[src/rtl/rsd_pkg.sv]
package rsd_pkg;
  localparam int unsigned MAX_SRC  = 32;
  localparam int unsigned MAX_BITS = 16;

  function automatic int unsigned idx_width(input int unsigned n);
    return (n > 1) ? $clog2(n) : 1;
  endfunction
endpackage

[src/rtl/rsd_match_cell.sv]
module rsd_match_cell #(
  parameter int unsigned     N_BITS = 10,
  parameter logic [N_BITS-1:0] CARE  = '0,
  parameter logic [N_BITS-1:0] VALUE = '0
) (
  input  logic [N_BITS-1:0] bits_i,
  output logic              hit_o
);
  logic [N_BITS-1:0] diff;

  always_comb begin
    diff  = (bits_i ^ VALUE) & CARE;
    hit_o = (diff == '0);
  end
endmodule

[src/rtl/rsd_prio_enc.sv]
module rsd_prio_enc #(
  parameter int unsigned N_SRC = 8,
  parameter int unsigned IDX_W = 3
) (
  input  logic [N_SRC-1:0] hit_i,
  output logic [IDX_W-1:0] idx_o,
  output logic             any_o,
  output logic             multi_o
);
  logic [N_SRC-1:0] rest;

  always_comb begin
    idx_o = '0;
    for (int i = N_SRC - 1; i >= 0; i--) begin
      if (hit_i[i]) idx_o = IDX_W'(i);
    end
    any_o   = |hit_i;
    rest    = hit_i & (hit_i - N_SRC'(1));
    multi_o = |rest;
  end
endmodule

[src/rtl/rsd_rst_sync.sv]
module rsd_rst_sync (
  input  logic clk,
  input  logic rst_n,
  output logic rst_n_sync
);
  logic [1:0] stage_q;
  logic [1:0] stage_d;

  always_comb stage_d = {stage_q[0], 1'b1};

  always_ff @(posedge clk or negedge rst_n) begin
    if (!rst_n) stage_q <= 2'b00;
    else        stage_q <= stage_d;
  end

  assign rst_n_sync = stage_q[1];
endmodule

[src/rtl/rsd_out_stage.sv]
module rsd_out_stage #(
  parameter int unsigned W       = 8,
  parameter bit          REG_OUT = 1'b1
) (
  input  logic         clk,
  input  logic         rst_n,
  input  logic         en,
  input  logic [W-1:0] d_i,
  output logic [W-1:0] q_o
);
  if (REG_OUT) begin : g_reg
    logic [W-1:0] q;
    logic [W-1:0] d;

    always_comb d = en ? d_i : q;

    always_ff @(posedge clk or negedge rst_n) begin
      if (!rst_n) q <= '0;
      else        q <= d;
    end

    assign q_o = q;
  end else begin : g_comb
    logic unused_ok;
    assign unused_ok = clk ^ rst_n ^ en;
    assign q_o = d_i;
  end
endmodule

[src/rtl/routing_sel_decoder.sv]
module routing_sel_decoder #(
  parameter int unsigned N_SRC   = 8,
  parameter int unsigned N_BITS  = 10,
  parameter bit          REG_OUT = 1'b1,
  parameter logic [N_SRC-1:0][N_BITS-1:0] PAT_CARE = {
    10'h01F, 10'h02F, 10'h04F, 10'h08F, 10'h10F, 10'h20F, 10'h01B, 10'h02B},
  parameter logic [N_SRC-1:0][N_BITS-1:0] PAT_VALUE = {
    10'h017, 10'h027, 10'h047, 10'h087, 10'h107, 10'h207, 10'h01B, 10'h02B},
  localparam int unsigned IDX_W = rsd_pkg::idx_width(N_SRC)
) (
  input  logic              clk,
  input  logic              rst_n,
  input  logic              cfg_en,
  input  logic [N_BITS-1:0] cfg_bits,
  output logic [N_SRC-1:0]  hit_vec,
  output logic [IDX_W-1:0]  src_idx,
  output logic              src_valid,
  output logic              multi_err
);
  localparam int unsigned OUT_W = N_SRC + IDX_W + 2;

  logic [N_SRC-1:0] hit_raw;
  logic [IDX_W-1:0] idx_raw;
  logic             any_raw;
  logic             multi_raw;
  logic             valid_raw;
  logic             rst_n_sync;
  logic [OUT_W-1:0] res_d;
  logic [OUT_W-1:0] res_q;

  for (genvar g = 0; g < N_SRC; g++) begin : g_cell
    rsd_match_cell #(
      .N_BITS(N_BITS),
      .CARE  (PAT_CARE[g]),
      .VALUE (PAT_VALUE[g])
    ) u_cell (
      .bits_i(cfg_bits),
      .hit_o (hit_raw[g])
    );
  end

  rsd_prio_enc #(.N_SRC(N_SRC), .IDX_W(IDX_W)) u_enc (
    .hit_i  (hit_raw),
    .idx_o  (idx_raw),
    .any_o  (any_raw),
    .multi_o(multi_raw)
  );

  always_comb begin
    valid_raw = any_raw & ~multi_raw;
    res_d     = {hit_raw, idx_raw, valid_raw, multi_raw};
  end

  rsd_rst_sync u_rst (
    .clk       (clk),
    .rst_n     (rst_n),
    .rst_n_sync(rst_n_sync)
  );

  rsd_out_stage #(.W(OUT_W), .REG_OUT(REG_OUT)) u_out (
    .clk  (clk),
    .rst_n(rst_n_sync),
    .en   (cfg_en),
    .d_i  (res_d),
    .q_o  (res_q)
  );

  assign {hit_vec, src_idx, src_valid, multi_err} = res_q;
endmodule

[config.mk]
export PLATFORM = sky130hd
export DESIGN_NAME = routing_sel_decoder
export DESIGN_NICKNAME = d
export VERILOG_FILES = /design/src/rtl/rsd_pkg.sv /design/src/rtl/rsd_match_cell.sv /design/src/rtl/rsd_prio_enc.sv /design/src/rtl/rsd_rst_sync.sv /design/src/rtl/rsd_out_stage.sv /design/src/rtl/routing_sel_decoder.sv
export SDC_FILE = /design/constraint.sdc
export NUM_CORES = 1
export LEC_CHECK = 0
export CAP_MARGIN = 20
export CORE_AREA = 2 2 39 41
export CTS_CLUSTER_DIAMETER = 100
export DETAILED_ROUTE_END_ITERATION = 7
export DIE_AREA = 0 0 41 43
export DONT_BUFFER_PORTS = 1
export PLACE_DENSITY = 0.71
export SYNTH_ARGS = -nofsm -noshare
export SYNTH_HDL_FRONTEND = slang
export SYNTH_SLANG_ARGS = --single-unit
[constraint.sdc]
create_clock -name clk -period 0.8 [get_ports clk]
set_input_delay 0.12 -clock clk [delete_from_list [all_inputs] [get_ports clk]]
set_output_delay 0.12 -clock clk [all_outputs]
set_load 0.01 [all_outputs]
Word level (Yosys, flattened, before mapping). Index checks and enable logic that the tools add are counted.

Bitwise operators: 11. Multiplexer cells: 8. Reduce and logical (&&, ||, !) cells: 10. Add/sub/neg operators: 1.

Operator list (number): $logic_not A10 Y1 (8); $not A4 Y4 (8); $mux W3 (8); $reduce_or A8 Y1 (2); $and A8 B8 Y8 (1); $sub A8 B1 Y8 const B (1); $and A1 B1 Y1 (1); $not A1 Y1 (1).

Output and inout bits: 13. Register bits after elaboration: 15. Input bits: 13. Word-level logic and storage cells: 32.

Logic depth before layout (Yosys ltp). Gate-level depths: netlist (run 1).

Word-level depth: 10. Depth in mapped cells: 6. Gate-level depth less buffers: 5.

Modules after synthesis. Synthesis (run 1) repeated with hierarchy kept, for this count alone.

Cells, all modules: 67. Area, all modules: 858.3 um^2.

Modules (own cells, without submodules): rsd_out_stage (instances 1, seq. area each 325.3 um^2, cells an instance 27, area an instance 520.5 um^2); rsd_prio_enc (instances 1, seq. area each 0.0 um^2, cells an instance 22, area an instance 147.6 um^2); rsd_match_cell (g_cell[2].u_cell ...) (instances 6, seq. area each 0.0 um^2, cells an instance 2, area an instance 17.5 um^2); rsd_rst_sync (instances 1, seq. area each 50.0 um^2, cells an instance 3, area an instance 53.8 um^2); rsd_match_cell (g_cell[0].u_cell ...) (instances 2, seq. area each 0.0 um^2, cells an instance 1, area an instance 8.8 um^2); routing_sel_decoder (instances 1, seq. area each 0.0 um^2, cells an instance 1, area an instance 13.8 um^2).

Worst setup path after synthesis (run 1). No wires, ideal clock.

Kind: input -> register. Start: in cfg_bits[4]. End: reg u_out.g_reg.q[1] (netlist: u_out.q_o[1]). Path buffers: 1. Required time: 0.665 ns. Library setup time: 0.135 ns. Data arrival time: 1.152 ns. Slack: -0.487 ns. Stages: 6. Cells stage by stage: buf_4 -> o2111a_1 -> nor4_1 -> or4_1 -> o2111ai_2 -> o22ai_1.

Word-level cells in the longest chain between the ends: 7. Elaborated cells on any way between the ends: 10. Those cells by class: 1 x add/sub; 5 x bitwise; 4 x reduce/logical.

Ends and longest elaborated chain: start, declared (line routing_sel_decoder.sv:14) `input logic [N_BITS-1:0] cfg_bits,`; $not A4 Y4 (no source line); $logic_not A10 Y1 (line rsd_match_cell.sv:13) `hit_o = (diff == '0);`; $sub A8 B1 Y8 (line rsd_prio_enc.sv:18) `rest = hit_i & (hit_i - N_SRC'(1));`; $and A8 B8 Y8 (line rsd_prio_enc.sv:18); $reduce_or A8 Y1 (line rsd_prio_enc.sv:19) `multi_o = |rest;`; $not A1 Y1 (line routing_sel_decoder.sv:50) `valid_raw = any_raw & ~multi_raw;`; $and A1 B1 Y1 (*) (line routing_sel_decoder.sv:50); end signal, assigned (line rsd_out_stage.sv:18) `if (!rst_n) q <= '0;`; end signal, assigned (line rsd_out_stage.sv:19) `else q <= d;`; end, declared (line rsd_out_stage.sv:12) `logic [W-1:0] q;`.

Mark *: on every way between the ends. The rest lies on a longest branch, timed or not. A chain may end at the register's enable or synchronous reset.

Worst setup path after layout (run 1).
Start: reg u_out.g_reg.q[0] (netlist: u_out.q_o[0]). End: out multi_err.

RTL lines: end, declared (line routing_sel_decoder.sv:18) `output logic multi_err`.

No word-level cell between the ends.

==> results.toml, run 1 <==
[logic_synthesis]
synthTopCellsByCount = "dfrtp_1 (15), inv_1 (12), nand2_1 (9)"
ys_types = 26
synth_seq_cells = 15
synth_xor_area_share_pct = 0
syn_area_per_cell_um2 = 8.83
synthTopCellsByArea = "dfrtp_1 (51%), o22ai_1 (6.7%), inv_1 (6.1%)"
synth-warning-count = 0
synthSimpleGateAreaFrac_pct = 15.3
syn-num-nets = 97
synth_adder_area_share_pct = 0
synth_compound_area_share_pct = 20.9
synth_top_area_share_pct = 50.6
synth-edff-count = 0
yosysSeqAreaShare_pct = 50.6
yosys.area.top_type = "dfrtp_1"
syn_inst = 84
synthMuxAreaShare_pct = 1.52
synth_top_family_by_area = "compound AO/OA/AOI/OAI gates"
yosys_most_used_dff = "dfrtp_1"
yosysMostFrequentCell = "dfrtp_1"
syn_area_um2 = 742
async_flop_share_pct = 100

[floorplan]
pin_count = 26
row_count = 14
core-area_um2 = 1380
die_area_um2 = 1760
fp.dieH_um = 43
die_w_um = 41
initial_core_util_pct = 53.6

[critical_path]
slowest_stage = "dfrtp_1"
rrSetupSlack_ps = -90
crit_chain = "buf_6"
cp-end-kind = "primary output"
reg2reg_depth = 4
path_class = "flip-flop to primary output"
slowest_delay_ps = 420
crit_fanout = 2
cp-start-kind = "flip-flop"
r2r-start = "u_out.q_o[8]"
crit_buf_inv = 1
crit_arrival_ps = 850
crit_start = "u_out.q_o[0]"
crit_required_ps = 680
rr_endpoint = "u_out.q_o[8]"
cpLargestDelayFamily = "flip-flops"

[routing]
wl_per_cell_um = 13.7
vias = 649
ant_nets = 0
vias_per_cell = 5.50
drt_iter0_drc = 9
routed_wl_um = 1620
remaining_drc_errors = 0
firstDrtPassIters = 4

[sta]
max_freq_mhz = 1030
period_share_pct = 121
fin_worst_skew_ps = 10.1
setup_slack_ps = -167
final-setup-viol-count = 17
slew_viol_final = 0
fin_setup_tns_ps = -1650
holdWs_ps = -94.1
hold_viol_final = 13
fin_crit_ps = 967
rsz0062_at_grt = "true"

[final_layout]
seq_area_um2 = 375
stdcell_count = 118
multi_input_area_um2 = 298
syn_to_final_growth_pct = 30.2
layout.nets = 116
n_fill_cell = 114
layout-drive-gt1-share_pct = 29.4
num_antenna_cells = 0

[min_path]
holdCritStartpoint = "cfg_en"
holdPathStages = 1
hold_end = "u_out.q_o[6]"
hp-class = "primary input to flip-flop"

[power_and_ir_drop]
p_sw_share_pct = 24.4
netSwitchingPower_w = 0.000347
vdd_drop_max_v = 0.000765
power.total_w = 0.00142
combPwrFrac_pct = 11.8
p_per_area_nw_per_um2 = 1470
clkPwrFrac_pct = 31.1
p_int_w = 0.00107
p_leak_nw = 0.441
p_seq_share_pct = 57.1

[clock_tree]
cts_tree = "yes"
clkTransAtPathRegs_ps = 90
clk_latency_ps = 290
cts_made_buffers = 3
cts_root_buf = "clkbuf_4"
clockBufferDepth = 2
numClockSinks = 15
cts_hold_buf = 1
h-tree-depth = 1

[status]
violations = "hold timing, setup timing"
outcome = "finished with violations"

[place]
io_buffers = 0
placedCellCount = 107
dpl_worst_slack_ps = -416
hpwl_um = 1110
finalWeightedCongestion = 0.848

[global_routing]
grt_max_degree = 25
grt.total_usage_pct = 23.7
antenna_found_initial = 0
grt_overflow = 0
first_global_vias = 646
grt_pass1_wl_um = 2750

[run]
maxCapViolations = 0
[cell type report]
| class | instances | area share (%) |
|---|---|---|
| flip-flops and latches | 15 | 38.9 |
| multi-input cells | 49 | 30.8 |
| repair buffers | 21 | 20.5 |
| inverters | 13 | 5.05 |
| clock buffers | 4 | 2.72 |
| well taps | 16 | 2.07 |
[through the flow]
stage,util [%],instance area (um2)
CTS,67.6,936
global placement,60.4,836
global route,69.8,966
detailed placement,60.4,836
floorplan,-,772
finish,69.8,966
[state kept, by name (all words and copies together), names as in the netlist]
| signal | cells |
|---|---|
| u_out.q_o | 13 |
| u_rst.stage_q | 2 |
[layout by cell type (no fill, tap or decap)]
cell	netlist	final
dlygate4sd3_1	0	1
mux2_2	1	1
nand4b_1	1	1
o32ai_2	0	1
o21a_1	1	1
o31ai_1	1	1
nor2_2	0	1
nor3_1	2	2
a22oi_1	1	1
o21ai_0	2	2
dfrtp_1	15	15
nor4_1	3	3
or4_4	0	1
o22ai_1	8	8
buf_4	2	10
nand3_1	2	2
nor2_1	5	4
o2111a_1	1	1
clkbuf_1	5	1
clkbuf_4	0	3
buf_6	0	10
nand2_1	9	9
o2111ai_2	1	1
o21bai_1	1	1
inv_2	1	2
a21oi_1	4	4
inv_1	12	11
conb_1	1	1
and3_1	1	1
o21ai_1	2	2
[per-layer routing]
| layer | part of all wire [%] | vias up | GRT usage, % |
|---|---|---|---|
| met5 | 0 | - | 0 |
| met4 | 2.5 | 0 | 14.7 |
| met3 | 5.4 | 5 | 7.85 |
| met2 | 49 | 16 | 32.8 |
| met1 | 43 | 300 | 30.7 |
| li1 | - | 328 | - |
[logic make-up (layout without fill, tap and decap cells)]
logic type,after synthesis,after routing
AND/OR/NAND/NOR,24,24
AO/OA/AOI/OAI,23,23
buffers and inverters,20,38
flip-flops,15,15
other,1,1
multiplexers,1,1
[power by group through the flow]
stage	combinational [W]	clock [W]	sequential, W
after floorplan	0.000122	0	0.000835
after global placement	0.000139	0	0.000822
after detailed placement	0.000142	0	0.000821
after CTS	0.000162	0.000451	0.000810
after global routing	0.000188	0.000478	0.000814
final	0.000168	0.000442	0.000811
[worst max-delay path by stage]
stage	slack, ps	depth (start not counted)	end
after global placement	-370	5	u_out.q_o[1]
after detailed placement	-420	5	u_out.q_o[1]
after global routing	-180	1	src_idx[2]
after floorplan	-440	6	u_out.q_o[1]
final	-170	1	multi_err
after CTS	-150	1	multi_err
[what timing repair did]
item | 4_1_cts | 5_1_grt
hold endpoints to repair | 15 | 13
pin swaps | 1 | 2
endpoints found under the setup margin | 15 | 16
buffers inserted | 4 | 3
resized for setup | 9 | 4
(Power assumes the default switching activity.)
==> run 2, diff against run 1 <==
--- a/config.mk
+++ b/config.mk
@@ -6,12 +6,10 @@
 export NUM_CORES = 1
 export LEC_CHECK = 0
 export CAP_MARGIN = 20
-export CORE_AREA = 2 2 39 41
+export CORE_UTILIZATION = 50
 export CTS_CLUSTER_DIAMETER = 100
 export DETAILED_ROUTE_END_ITERATION = 7
-export DIE_AREA = 0 0 41 43
 export DONT_BUFFER_PORTS = 1
-export PLACE_DENSITY = 0.71
 export SYNTH_ARGS = -nofsm -noshare
 export SYNTH_HDL_FRONTEND = slang
 export SYNTH_SLANG_ARGS = --single-unit
==> run 2 against run 1 <==
Compared with the run above:
- the run still ends with hold timing, setup timing left
- global-route usage shrank 0.37 points
- combinational power is 5% lower
- clock power decreased by 1%
- sequential cell count did not move
- critical endpoint is now src_idx[2]
- wire length grew 2.0%
- first-iteration DRC count rose by 110%
- sequential power about the same
- sequential share of layout area up 1.4 points
==> results.toml, run 2 (synthesis gave the netlist of run 1 again) <==
[status]
outcome = "finished with violations"
violations = "hold timing, setup timing"

[place]
place_area_um2 = 835
finalWeightedCongestion = 0.827
hpwl_um = 1050
dpl_worst_slack_ps = -394
io_buffers = 0
placedCellCount = 106

[critical_path]
path_class = "flip-flop to primary output"
slowest_delay_ps = 410
crit_fanout = 2
slowest_stage = "dfrtp_1"
cp-end-kind = "primary output"
crit_chain = "buf_6"
crit_arrival_ps = 820
crit_buf_inv = 1
cp-start-kind = "flip-flop"
cpLargestDelayFamily = "flip-flops"
crit_required_ps = 680

[sta]
final-setup-viol-count = 16
fin_crit_ps = 943
slew_viol_final = 0
period_share_pct = 118
fin_worst_skew_ps = 5.92
hold_viol_final = 13
setup_slack_ps = -143
holdWs_ps = -85.6
rsz0062_at_grt = "true"
max_freq_mhz = 1060
fin_setup_tns_ps = -1430

[clock_tree]
clk_latency_ps = 280
cts_tree = "yes"
cts_hold_buf = 1
h-tree-depth = 1
clockBufferDepth = 2
cts_made_buffers = 3
numClockSinks = 15
cts_root_buf = "clkbuf_4"
clkTransAtPathRegs_ps = 90

[final_layout]
finalInstanceArea_um2 = 933
stdcell_count = 114
syn_to_final_growth_pct = 25.8
num_antenna_cells = 0
largest_reg_flops = 13
final_cell_mix = "dfrtp_1 (15), inv_1 (11), nand2_1 (9), buf_6 (9), buf_4 (8)"
layout-drive-gt1-share_pct = 26.3
fin_util_pct = 70.0
layout.nets = 113
final_common_cell = "dfrtp_1"

[power_and_ir_drop]
p_leak_nw = 0.423
p_per_area_nw_per_um2 = 1510
vdd_drop_max_v = 0.00109
clkPwrFrac_pct = 31.0
p_sw_share_pct = 24.1
combPwrFrac_pct = 11.4
netSwitchingPower_w = 0.000340
p_int_w = 0.00107
p_seq_share_pct = 57.6

[floorplan]
fp.dieH_um = 40.5
die_w_um = 40.5
core-area_um2 = 1330
row_count = 13
initial_core_util_pct = 55.6
die_area_um2 = 1640
pin_count = 26

[min_path]
hp-class = "primary input to flip-flop"

[routing]
vias = 645
wl_per_cell_um = 14.5
ant_nets = 0
vias_per_cell = 5.66
drt_iter0_drc = 19
routed_wl_um = 1650
remaining_drc_errors = 0
firstDrtPassIters = 4

[global_routing]
grt_overflow = 0
grt_pass1_wl_um = 2420
grt_max_degree = 25
grt.total_usage_pct = 23.3
antenna_found_initial = 0
first_global_vias = 547

[run]
maxCapViolations = 0
run 2: cell types whose count changed in the layout (fill, tap and decap cells not counted), sizes merged:
cell  previous run  this run
buf             20        17
run 2: final cells by class:
| class | instances | area (um2) |
|---|---|---|
| clock buffers | 4 | 26.3 |
| fillers | 112 | 400 |
| inverters | 13 | 48.8 |
| multi-input cells | 49 | 293 |
| flip-flops and latches | 15 | 375 |
| well taps | 15 | 18.8 |
| repair buffers | 18 | 171 |
run 2: final timing paths:
check,start,endpoint,slack (ps),cells after the start
max,u_out.q_o[4],src_idx[2],-140,1
min,cfg_en,u_out.q_o[4],-90,1
max reg2reg,u_out.q_o[4],u_out.q_o[4],-70,4
min reg2reg,u_rst.stage_q[1],u_out.q_o[12],200,1
max in group asynchronous,u_rst.stage_q[1],u_out.q_o[7],430,1
min in group asynchronous,rst_n,u_rst.stage_q[0],70,1
run 2: power groups by stage:
stage | clock network (W) | logic (W) | registers (W)
floorplan | 0 | 0.000122 | 0.000835
global placement | 0 | 0.000138 | 0.000821
detailed placement | 0 | 0.000141 | 0.000821
CTS | 0.000442 | 0.000156 | 0.000809
global route | 0.000480 | 0.000178 | 0.000815
finish | 0.000437 | 0.000160 | 0.000811
run 2: stage by stage:
stage               power, W  hold slack, ps
floorplan           0.000957            -176
global placement    0.000959            -176
detailed placement  0.000962            -176
CTS                  0.00141           -90.2
global route         0.00147           -99.5
finish               0.00141           -85.6
run 2: timing repair:
item                                    CTS  global route
gates resized for setup                   9             2
buffers inserted                          1             2
endpoints found under the hold margin    15            13
endpoints found under the setup margin   15            15
pin swaps                                 1             0
run 2: routing by layer:
| metal | up-vias | global-route usage (%) | wire, um |
|---|---|---|---|
| met5 | - | 0 | 0 |
| met4 | 0 | 5.00 | 8 |
| met3 | 2 | 7.22 | 71 |
| met2 | 19 | 37.7 | 848 |
| met1 | 306 | 30.4 | 721 |
| li1 | 318 | - | - |
==> run 3, diff against run 2 <==
==> constraint.sdc (replaced) <==
create_clock -name clk -period 0.8 [get_ports clk]
set_input_delay 0.12 -clock clk [delete_from_list [all_inputs] [get_ports clk]]
set_output_delay 0.12 -clock clk [all_outputs]
set_load 0.1 [all_outputs]
==> run 3 against run 2 <==
Compared with the run above:
- the flow still finishes with violations (hold timing, setup timing)
- register-to-register slack lost 20 ps
- sequential power grew 2.6%
- critical path depth is the same
- critical path type unchanged
- largest cell class is now non-clock buffers
==> results.toml, run 3 (synthesis gave the netlist of run 1 again) <==
[clock_tree]
cts_hold_buf = 1
cts_made_buffers = 3
numClockSinks = 15
h-tree-depth = 1
cts_tree = "yes"
clk_latency_ps = 290
clkTransAtPathRegs_ps = 100
clockBufferDepth = 2
cts_root_buf = "clkbuf_4"

[final_layout]
largest_reg_flops = 13
layout.nets = 125
layout-drive-gt1-share_pct = 58.6
num_antenna_cells = 0
final_common_cell = "buf_12"
stdcell_count = 126
syn_to_final_growth_pct = 73.0
fin_util_pct = 96.2
final_cell_mix = "buf_12 (13), dfrtp_4 (11), buf_6 (10)"

[sta]
slew_viol_final = 0
rsz0062_at_grt = "true"
max_freq_mhz = 900
fin_crit_ps = 1110
holdWs_ps = -106
fin_setup_tns_ps = -4560
hold_viol_final = 13
period_share_pct = 139
final-setup-viol-count = 26
setup_slack_ps = -312
fin_worst_skew_ps = 7.26

[routing]
vias = 822
firstDrtPassIters = 4
drt_iter0_drc = 43
ant_nets = 0
wl_per_cell_um = 22.7
vias_per_cell = 6.52
routed_wl_um = 2860
remaining_drc_errors = 0

[critical_path]
path_class = "flip-flop to primary output"
crit_buf_inv = 1
slowest_stage = "dfrtp_4"
cpLargestDelayFamily = "flip-flops"
crit_chain = "buf_12"
crit_fanout = 2
cp-start-kind = "flip-flop"
crit_required_ps = 680
crit_arrival_ps = 990
crit_start = "u_out.q_o[7]"
r2r-start = "u_out.q_o[3]"
cp-end-kind = "primary output"
slowest_delay_ps = 520

[place]
io_buffers = 0
hpwl_um = 1130
finalWeightedCongestion = 0.865
placedCellCount = 111

[power_and_ir_drop]
netSwitchingPower_w = 0.000584
p_leak_nw = 0.522
p_sw_share_pct = 33.4
combPwrFrac_pct = 26.5
p_seq_share_pct = 47.5
p_int_w = 0.00117
p_per_area_nw_per_um2 = 1360
vdd_drop_max_v = 0.00104
clkPwrFrac_pct = 26.0
power.total_w = 0.00175

[floorplan]
fp.dieH_um = 40.5
die_w_um = 40.5
die_area_um2 = 1640
initial_core_util_pct = 55.6
core-area_um2 = 1330
pin_count = 26
row_count = 13

[run]
maxCapViolations = 0

[global_routing]
first_global_vias = 753
grt_max_degree = 25
grt.total_usage_pct = 37.1
antenna_found_initial = 0
grt_pass1_wl_um = 3820
grt_overflow = 0

[min_path]
hp-class = "primary input to flip-flop"
holdCritStartpoint = "cfg_en"

[status]
violations = "hold timing, setup timing"
outcome = "finished with violations"
-- run 3: changes by cell type in the layout (fill, tap and decap cells not counted), sizes merged --
cell    previous run  this run
buf               17        29
clkinv             0         1
clkbuf             4         3
-- run 3: cell type report --
| cell class | instances | area (um2) |
|---|---|---|
| clock inverters | 1 | 5.00 |
| fillers | 30 | 50.0 |
| repair buffers | 30 | 428 |
| inverters | 13 | 56.3 |
| flip-flops and latches | 15 | 418 |
| clock buffers | 3 | 22.5 |
| well taps | 15 | 18.8 |
| multi-input cells | 49 | 335 |
-- run 3: path summary, 6_finish.rpt --
path | depth (start not counted) | slack [ps] | end
setup / recovery | 1 | -310 | hit_vec[2]
hold / removal | 1 | -110 | u_out.q_o[6]
setup reg to reg | 1 | -90 | u_out.q_o[3]
hold reg to reg | 1 | 210 | u_out.q_o[4]
max in group asynchronous | 1 | 400 | u_out.q_o[6]
min in group asynchronous | 1 | 50 | u_rst.stage_q[0]
-- run 3: layer usage --
metal | vias to the layer above | GRT usage, % | routed length [um]
met5 | - | 0 | 0
met4 | 0 | 19.2 | 95
met3 | 15 | 16.1 | 249
met2 | 64 | 59.1 | 1490
met1 | 402 | 41.5 | 1020
li1 | 341 | - | -
-- run 3: what timing repair did --
action,in CTS,in global routing
setup buffers,9,3
resized for setup,11,15
pin swaps,0,3
setup endpoints to repair,16,25
hold endpoints to repair,15,13
-- run 3: through the flow --
stage,worst slack [ps],area (um2)
global route,-346,1280
finish,-312,1280
CTS,-294,1210
global placement,-362,1070
detailed placement,-401,1070
floorplan,-446,802
-- run 3: power by group through the flow --
stage / sequential, W / combinational, W / clock, W
6_report: 0.000832 / 0.000464 / 0.000455
3_5_place_dp: 0.000842 / 0.000389 / 0
5_1_grt: 0.000833 / 0.000484 / 0.000497
3_3_place_gp: 0.000842 / 0.000385 / 0
2_1_floorplan: 0.00101 / 0.000119 / 0
4_1_cts: 0.000827 / 0.000425 / 0.000439
